**src/rtl/exc_frame_pkg.sv**
```systemverilog
package exc_frame_pkg;
  localparam int WORD_W = 16;
  localparam int KIND_W = 2;

  typedef enum logic [KIND_W-1:0] {
    KIND_NONE  = 2'd0,
    KIND_SHORT = 2'd1,
    KIND_EXT   = 2'd2,
    KIND_ALT   = 2'd3
  } frame_kind_e;

  // number of stack words a frame kind occupies
  function automatic logic [2:0] frame_words(input logic [KIND_W-1:0] k);
    case (k)
      KIND_NONE: frame_words = 3'd0;
      KIND_EXT:  frame_words = 3'd4;
      default:   frame_words = 3'd3;
    endcase
  endfunction
endpackage

```
**src/rtl/exc_frame_ctx.sv**
```systemverilog
// Captures the saved context at launch and delivers one frame word per index.
// Index 0 = status word (lowest address), 1 = PC high, 2 = PC low, 3 = descriptor.
module exc_frame_ctx #(
  parameter int PC_W     = 32,
  parameter int VEC_W    = 8,
  parameter int FMT_CODE = 0
) (
  input  logic                              clk,
  input  logic                              rst,
  input  logic                              cap_en,
  input  logic [exc_frame_pkg::WORD_W-1:0]  sr_in,
  input  logic [PC_W-1:0]                   pc_in,
  input  logic [VEC_W-1:0]                  vec_in,
  input  logic [1:0]                        sel_idx,
  output logic [exc_frame_pkg::WORD_W-1:0]  word_o
);
  import exc_frame_pkg::*;
  localparam int FMT_W = 4;
  localparam int OFF_W = WORD_W - FMT_W;

  logic [WORD_W-1:0] sr_q,  sr_s;
  logic [PC_W-1:0]   pc_q,  pc_s;
  logic [VEC_W-1:0]  vec_q, vec_s;
  logic [OFF_W-1:0]  offset;

  always_ff @(posedge clk) begin
    if (rst) begin
      sr_q  <= '0;
      pc_q  <= '0;
      vec_q <= '0;
    end else if (cap_en) begin
      sr_q  <= sr_in;
      pc_q  <= pc_in;
      vec_q <= vec_in;
    end
  end

  // at launch the first word is loaded straight from the inputs
  assign sr_s  = cap_en ? sr_in  : sr_q;
  assign pc_s  = cap_en ? pc_in  : pc_q;
  assign vec_s = cap_en ? vec_in : vec_q;
  assign offset = OFF_W'(vec_s) << 2;

  always_comb begin
    case (sel_idx)
      2'd0:    word_o = sr_s;
      2'd1:    word_o = pc_s[PC_W-1 -: WORD_W];
      2'd2:    word_o = pc_s[WORD_W-1:0];
      default: word_o = {FMT_W'(FMT_CODE), offset};
    endcase
  end
endmodule

```
**src/rtl/exc_frame_seq.sv**
```systemverilog
// Write sequencer: pre-decrements the stack pointer and issues one word per handshake.
module exc_frame_seq #(
  parameter int ADDR_W = 32
) (
  input  logic                              clk,
  input  logic                              rst,
  input  logic                              start_i,
  input  logic [exc_frame_pkg::KIND_W-1:0]  kind_i,
  input  logic [ADDR_W-1:0]                 ssp_i,
  input  logic [exc_frame_pkg::WORD_W-1:0]  word_i,
  input  logic                              mem_rdy_i,
  output logic                              cap_en,
  output logic [1:0]                        sel_idx,
  output logic                              mem_we_o,
  output logic [ADDR_W-1:0]                 mem_addr_o,
  output logic [exc_frame_pkg::WORD_W-1:0]  mem_wdata_o,
  output logic                              busy_o,
  output logic                              done_o,
  output logic [ADDR_W-1:0]                 sp_o
);
  import exc_frame_pkg::*;
  localparam logic [ADDR_W-1:0] STEP = ADDR_W'(WORD_W / 8);

  logic              busy_q, we_q, done_q;
  logic [1:0]        idx_q;
  logic [ADDR_W-1:0] addr_q, sp_q;
  logic [WORD_W-1:0] wdata_q;
  logic [2:0]        n_words;
  logic              launch, accept;

  always_comb begin
    n_words = frame_words(kind_i);
    launch  = start_i & ~busy_q;
    accept  = busy_q & we_q & mem_rdy_i;
    cap_en  = launch;
    sel_idx = launch ? 2'(n_words - 3'd1) : idx_q - 2'd1;
  end

  always_ff @(posedge clk) begin
    if (rst) begin
      busy_q  <= 1'b0;
      we_q    <= 1'b0;
      done_q  <= 1'b0;
      idx_q   <= '0;
      addr_q  <= '0;
      wdata_q <= '0;
      sp_q    <= '0;
    end else begin
      done_q <= 1'b0;
      if (launch) begin
        if (n_words == 3'd0) begin
          done_q <= 1'b1;
          sp_q   <= ssp_i;
        end else begin
          busy_q  <= 1'b1;
          we_q    <= 1'b1;
          idx_q   <= sel_idx;
          addr_q  <= ssp_i - STEP;
          wdata_q <= word_i;
        end
      end else if (accept) begin
        if (idx_q == 2'd0) begin
          busy_q <= 1'b0;
          we_q   <= 1'b0;
          done_q <= 1'b1;
          sp_q   <= addr_q;
        end else begin
          idx_q   <= sel_idx;
          addr_q  <= addr_q - STEP;
          wdata_q <= word_i;
        end
      end
    end
  end

  assign mem_we_o    = we_q;
  assign mem_addr_o  = addr_q;
  assign mem_wdata_o = wdata_q;
  assign busy_o      = busy_q;
  assign done_o      = done_q;
  assign sp_o        = sp_q;

  p_hold_r6: assert property (@(posedge clk) disable iff (rst)
    (we_q && !mem_rdy_i) |=> (we_q && $stable(addr_q) && $stable(wdata_q)));

  p_step_r6: assert property (@(posedge clk) disable iff (rst)
    (we_q && mem_rdy_i) |=> (!we_q || addr_q == $past(addr_q) - STEP));

  p_final_sp_r7: assert property (@(posedge clk) disable iff (rst)
    (done_q && $past(busy_q)) |-> (sp_q == $past(addr_q)));

  p_one_pulse_r8: assert property (@(posedge clk) disable iff (rst)
    done_q |=> !done_q);

  p_no_stack_r2: assert property (@(posedge clk) disable iff (rst)
    (done_q && !$past(busy_q)) |-> !$past(we_q));

  p_ignore_r9: assert property (@(posedge clk) disable iff (rst)
    (busy_q && start_i && !mem_rdy_i) |=> (busy_q && $stable(addr_q)));
endmodule

```
**src/rtl/exc_frame_stacker.sv**
```systemverilog
module exc_frame_stacker #(
  parameter int ADDR_W   = 32,
  parameter int VEC_W    = 8,
  parameter int FMT_CODE = 0
) (
  input  logic              clk,
  input  logic              rst,
  input  logic              start_i,
  input  logic [1:0]        kind_i,
  input  logic [15:0]       sr_i,
  input  logic [ADDR_W-1:0] pc_i,
  input  logic [VEC_W-1:0]  vec_i,
  input  logic [ADDR_W-1:0] ssp_i,
  output logic              mem_we_o,
  output logic [ADDR_W-1:0] mem_addr_o,
  output logic [15:0]       mem_wdata_o,
  input  logic              mem_rdy_i,
  output logic              busy_o,
  output logic              done_o,
  output logic [ADDR_W-1:0] sp_o
);
  logic        cap_en;
  logic [1:0]  sel_idx;
  logic [15:0] word;

  exc_frame_ctx #(.PC_W(ADDR_W), .VEC_W(VEC_W), .FMT_CODE(FMT_CODE)) u_ctx (
    .clk(clk), .rst(rst), .cap_en(cap_en), .sr_in(sr_i), .pc_in(pc_i),
    .vec_in(vec_i), .sel_idx(sel_idx), .word_o(word)
  );

  exc_frame_seq #(.ADDR_W(ADDR_W)) u_seq (
    .clk(clk), .rst(rst), .start_i(start_i), .kind_i(kind_i), .ssp_i(ssp_i),
    .word_i(word), .mem_rdy_i(mem_rdy_i), .cap_en(cap_en), .sel_idx(sel_idx),
    .mem_we_o(mem_we_o), .mem_addr_o(mem_addr_o), .mem_wdata_o(mem_wdata_o),
    .busy_o(busy_o), .done_o(done_o), .sp_o(sp_o)
  );

  p_idle_quiet_r1: assert property (@(posedge clk) rst |=> (!mem_we_o && !busy_o && !done_o));
endmodule

```
**config.mk**
```make
export PLATFORM = sky130hd
export DESIGN_NAME = exc_frame_stacker
export DESIGN_NICKNAME = d
export VERILOG_FILES = /design/src/rtl/exc_frame_pkg.sv /design/src/rtl/exc_frame_ctx.sv /design/src/rtl/exc_frame_seq.sv /design/src/rtl/exc_frame_stacker.sv
export SDC_FILE = /design/constraint.sdc
export NUM_CORES = 1
export LEC_CHECK = 0
export BUFFER_PORTS_ARGS = -buffer_cell sky130_fd_sc_hd__buf_2
export CELL_PAD_IN_SITES_DETAIL_PLACEMENT = 1
export CELL_PAD_IN_SITES_GLOBAL_PLACEMENT = 1
export CORE_AREA = 2 2 156 158
export CTS_BUF_LIST = sky130_fd_sc_hd__clkbuf_8
export DETAILED_ROUTE_END_ITERATION = 10
export DIE_AREA = 0 0 158 160
export MAX_ROUTING_LAYER = met4
export PLACE_DENSITY = 0.61
export SETUP_SLACK_MARGIN = 0.15
export SLEW_MARGIN = 5
export SYNTH_ARGS = -nofsm -noshare
export SYNTH_HDL_FRONTEND = slang
export SYNTH_SLANG_ARGS = --single-unit
```
**constraint.sdc**
```tcl
create_clock -name clk -period 3.8 [get_ports clk]
set_clock_uncertainty 0.05 [all_clocks]
set_input_delay 0.38 -clock clk [delete_from_list [all_inputs] [get_ports clk]]
set_output_delay 0.38 -clock clk [all_outputs]
set_load 0.1 [all_outputs]
```
==> summary.md <==
| Metric | Value |
|---|---|
| CTS buffer count | `17` |
| CP max stage cell | `mux2_2` |
| Vias post-DR | `6397` |
| Fmax | `307 MHz` |
| Layout cell share with drive strength beyond 1 | `33.0%` |
| Clk pin slew, worst setup/hold paths | `0.10 ns` |
| Hold buffers post-CTS | `0` |
| Critical path type | `flop to flop` |
| Dominant synthesized flop cell | `dfxtp_1` |
| ANT nets after route | `0` |
| Met1 Use GR | `23.5%` |
| Most frequent cells in the layout | `175 x buf_2, 139 x dfxtp_1, 84 x nor2_1, 58 x mux2_2, 56 x nand2_1` |
| Worst path arrival time | `3.53 ns` |
| Mapped Cells | `766` |
| Distinct cells, synth | `63` |
| Total grt overflow | `0` |
| Clk root buf | `clkbuf_8` |
| Final Cycle Share | `85.7%` |
| Max-cap violations | `0` |
| Fin nets | `1021` |
| Busiest metal layer after global routing | `met2` |
| Clock latency on the worst-skew pair | `0.46 ns` |
| Final Hold Fails | `0` |
| Post-synth ARST share | `0%` |
| YS warnings | `0` |
| DRC violations left | `0` |
| Worst VDD drop | `223 uV` |
| Final TNS setup | `0 ns` |
| Placed insts | `1227` |
| Synthesized cell area | `6990 um^2` |
| Mapped Nets | `865` |
| Via density | `5.04` |
| Yosys reg bits | `140` |
| DR pass1 iterations | `5` |
| Status | `finished, final reports clean` |
| Slew Limit Headroom | `30.9%` |
| Seq/Total Area, Yosys | `40.1%` |
| IO buf count | `176` |
| Top Ports | `177` |
| Most common cell after layout, fill and taps aside | `buf_2` |
| Detailed Place HPWL | `16400 um` |
| CTS tree | `done` |
| Htree depth | `4` |
| Routed WL | `23100 um` |
| Total track usage | `18.9%` |
| Worst hold path type | `input pin to flop` |
| Die width | `158 um` |
| CP delay by family, top | `simple AND/OR/NAND/NOR gates` |
| Setup Viol. Count Final | `0` |
| Core area | `23800 um^2` |
| Worst path buffer plus inverter count | `1` |
| Initial DRC count | `302` |
| Die Area | `25300 um^2` |
| Crit-path cells | `nor2b_4 -> mux2_2 -> inv_1 -> ha_1 -> nor4b_1 -> mux2i_1 -> nor3_4 -> nand4_1 -> o311ai_1 -> o211ai_1` |
| Crit start category | `flop` |
| Row cnt | `57` |
| Avg Synthesized Cell Area | `9.13 um^2` |
| Met3 GRT Util | `6.57%` |
| Tmin final | `3.26 ns` |
| Power Density | `540 nW/um^2` |
| WL per Instance | `18.2 um` |
| Largest net degree at the start of global routing | `47` |
| GPL Wtd Cong | `0.753` |
| RSZ-0062 raised after global routing | `false` |
| CTS Buffer Depth | `2` |
| Clk sinks | `140` |
| First-pass GRT wire length | `36400 um` |
| Chip height | `160 um` |
| Finished Layout Cells | `1268` |
| Initial Utilization | `29.4%` |
| Final Max Tran Viols | `0` |
| Vias in the first global route | `6544` |
| Met2 Use GR | `30.0%` |
| Slew @ Worst Pin | `1.03 ns` |
| Initial antenna violation count | `7` |
| Synthesis-to-layout area growth | `23.5%` |
| Crit Path Max Fanout | `8` |
| Type of element capturing the critical path | `flop` |
| Largest stage delay, worst path | `0.42 ns` |
| Number of synthesized flops with an enable pin | `0` |
| Required @ worst endpoint | `4.08 ns` |
| Pleak | `3.61 nW` |
-- synthesized netlist by cell type, drive strengths merged (2+ instances only) --
master   count  area [um^2]
nand2b       2         12.5
o311ai       5         43.8
mux2        60          683
nor2        86          325
a21oi       39          195
nor4         6         58.8
mux2i       53          531
xnor2        3         26.3
or2          2         12.5
nand3       25          125
a31oi       10         62.6
clkbuf      31          116
a41oi        2         17.5
a22oi        6         45.0
nand3b       3         22.5
buf         27          159
inv          5         18.8
o32a         2         20.0
nand4        4         37.5
nor3        15         86.3
o211ai      10         75.1
nor2b        3         18.8
o31ai        4         30.0
o21ai       25          125
ha           5         62.6
nand2       57          221
a211oi      31          250
dfxtp      140         2800
a222oi      16          160
o2111ai      7         61.3
nor3b        3         27.5
nor4b        3         26.3
a311oi       3         26.3
and2        50          313
or4          2         15.0
or3         10         68.8
-- registers in the layout, summed over array words and instances, names as in the netlist --
signal,flops
u_ctx.pc_q,32
u_ctx.sr_q,16
u_ctx.vec_q,8
u_seq.done_o,1
u_seq.idx_q,2
u_seq.mem_addr_o,32
u_seq.mem_wdata_o,16
u_seq.mem_we_o,1
u_seq.sp_o,32
-- power by group --
| group | total, mW | leakage, nW | switching, mW | internal, mW |
|---|---|---|---|---|
| clock | 1.24 | 0.201 | 0.741 | 0.502 |
| combinational | 1.72 | 2.26 | 1.28 | 0.437 |
| sequential | 1.70 | 1.15 | 0.0974 | 1.60 |
| total | 4.66 | 3.61 | 2.12 | 2.54 |
-- what timing repair did --
| item | CTS | global route |
|---|---|---|
| setup buffers | 0 | 0 |
| resized for setup | 0 | 1 |
| setup endpoints to repair | 0 | 1 |
| endpoints found under the hold margin | 0 | 0 |
-- logic make-up after synthesis --
family / share of synthesized area (%)
DFF: 40.1
and+or+nand+nor: 19.8
adders and majority gates: 0.895
buffers and inverters: 4.26
AOI/OAI and AO/OA: 17.2
muxes: 17.4
xor gates and xnor gates: 0.376
-- per-stage QoR --
step                      utilization [%]  hold slack [ns]  worst slack [ns]  area [um^2]  power, mW
final                                36.3            0.111             0.545         8640       4.66
after global routing                 36.2            0.110             0.217         8630       4.90
after CTS                            36.2           0.0862             0.456         8610       4.72
after detailed placement             34.5            0.396             0.228         8210       3.46
after global placement               34.5            0.386             0.349         8210       3.45
after floorplan                         -            0.400             0.227         7000       3.07
-- metal layers --
metal | up-vias | part of all wire (%) | wire, um
met5 | - | 0 | 0
met3 | 17 | 7.0 | 1610
met4 | 0 | 0.84 | 193
met2 | 150 | 47 | 10800
met1 | 3091 | 45 | 10500
li1 | 3139 | - | -
-- worst min-delay path, cell delays in order --
cell and delay [ns]:
buf_2 0.10, nand2_1 0.05, a21oi_1 0.05
-- path summary, 6_finish.rpt --
kind                                           from                                end  slack [ns]  depth (start not counted)
setup / recovery        u_seq.mem_we_o$_SDFFE_PP0P_  u_seq.mem_addr_o[31]$_SDFFE_PP0P_        0.54                         10
setup reg to reg        u_seq.mem_we_o$_SDFFE_PP0P_  u_seq.mem_addr_o[31]$_SDFFE_PP0P_        0.54                         10
hold reg to reg   u_seq.mem_wdata_o[4]$_SDFFE_PP0P_  u_seq.mem_wdata_o[4]$_SDFFE_PP0P_        0.40                          2
hold / removal                             ssp_i[0]   u_seq.mem_addr_o[0]$_SDFFE_PP0P_        0.11                          3
-- final cells by class --
type	count	area, um^2
clock inverter	15	170
multi-input combinational	562	3920
tap	324	405
clock buffer	17	234
inverter	6	22.5
sequential	140	2810
timing repair buffer	195	1050
antenna	9	22.5
fill	2863	15200
No activity file was read; power rests on OpenSTA's default activity.
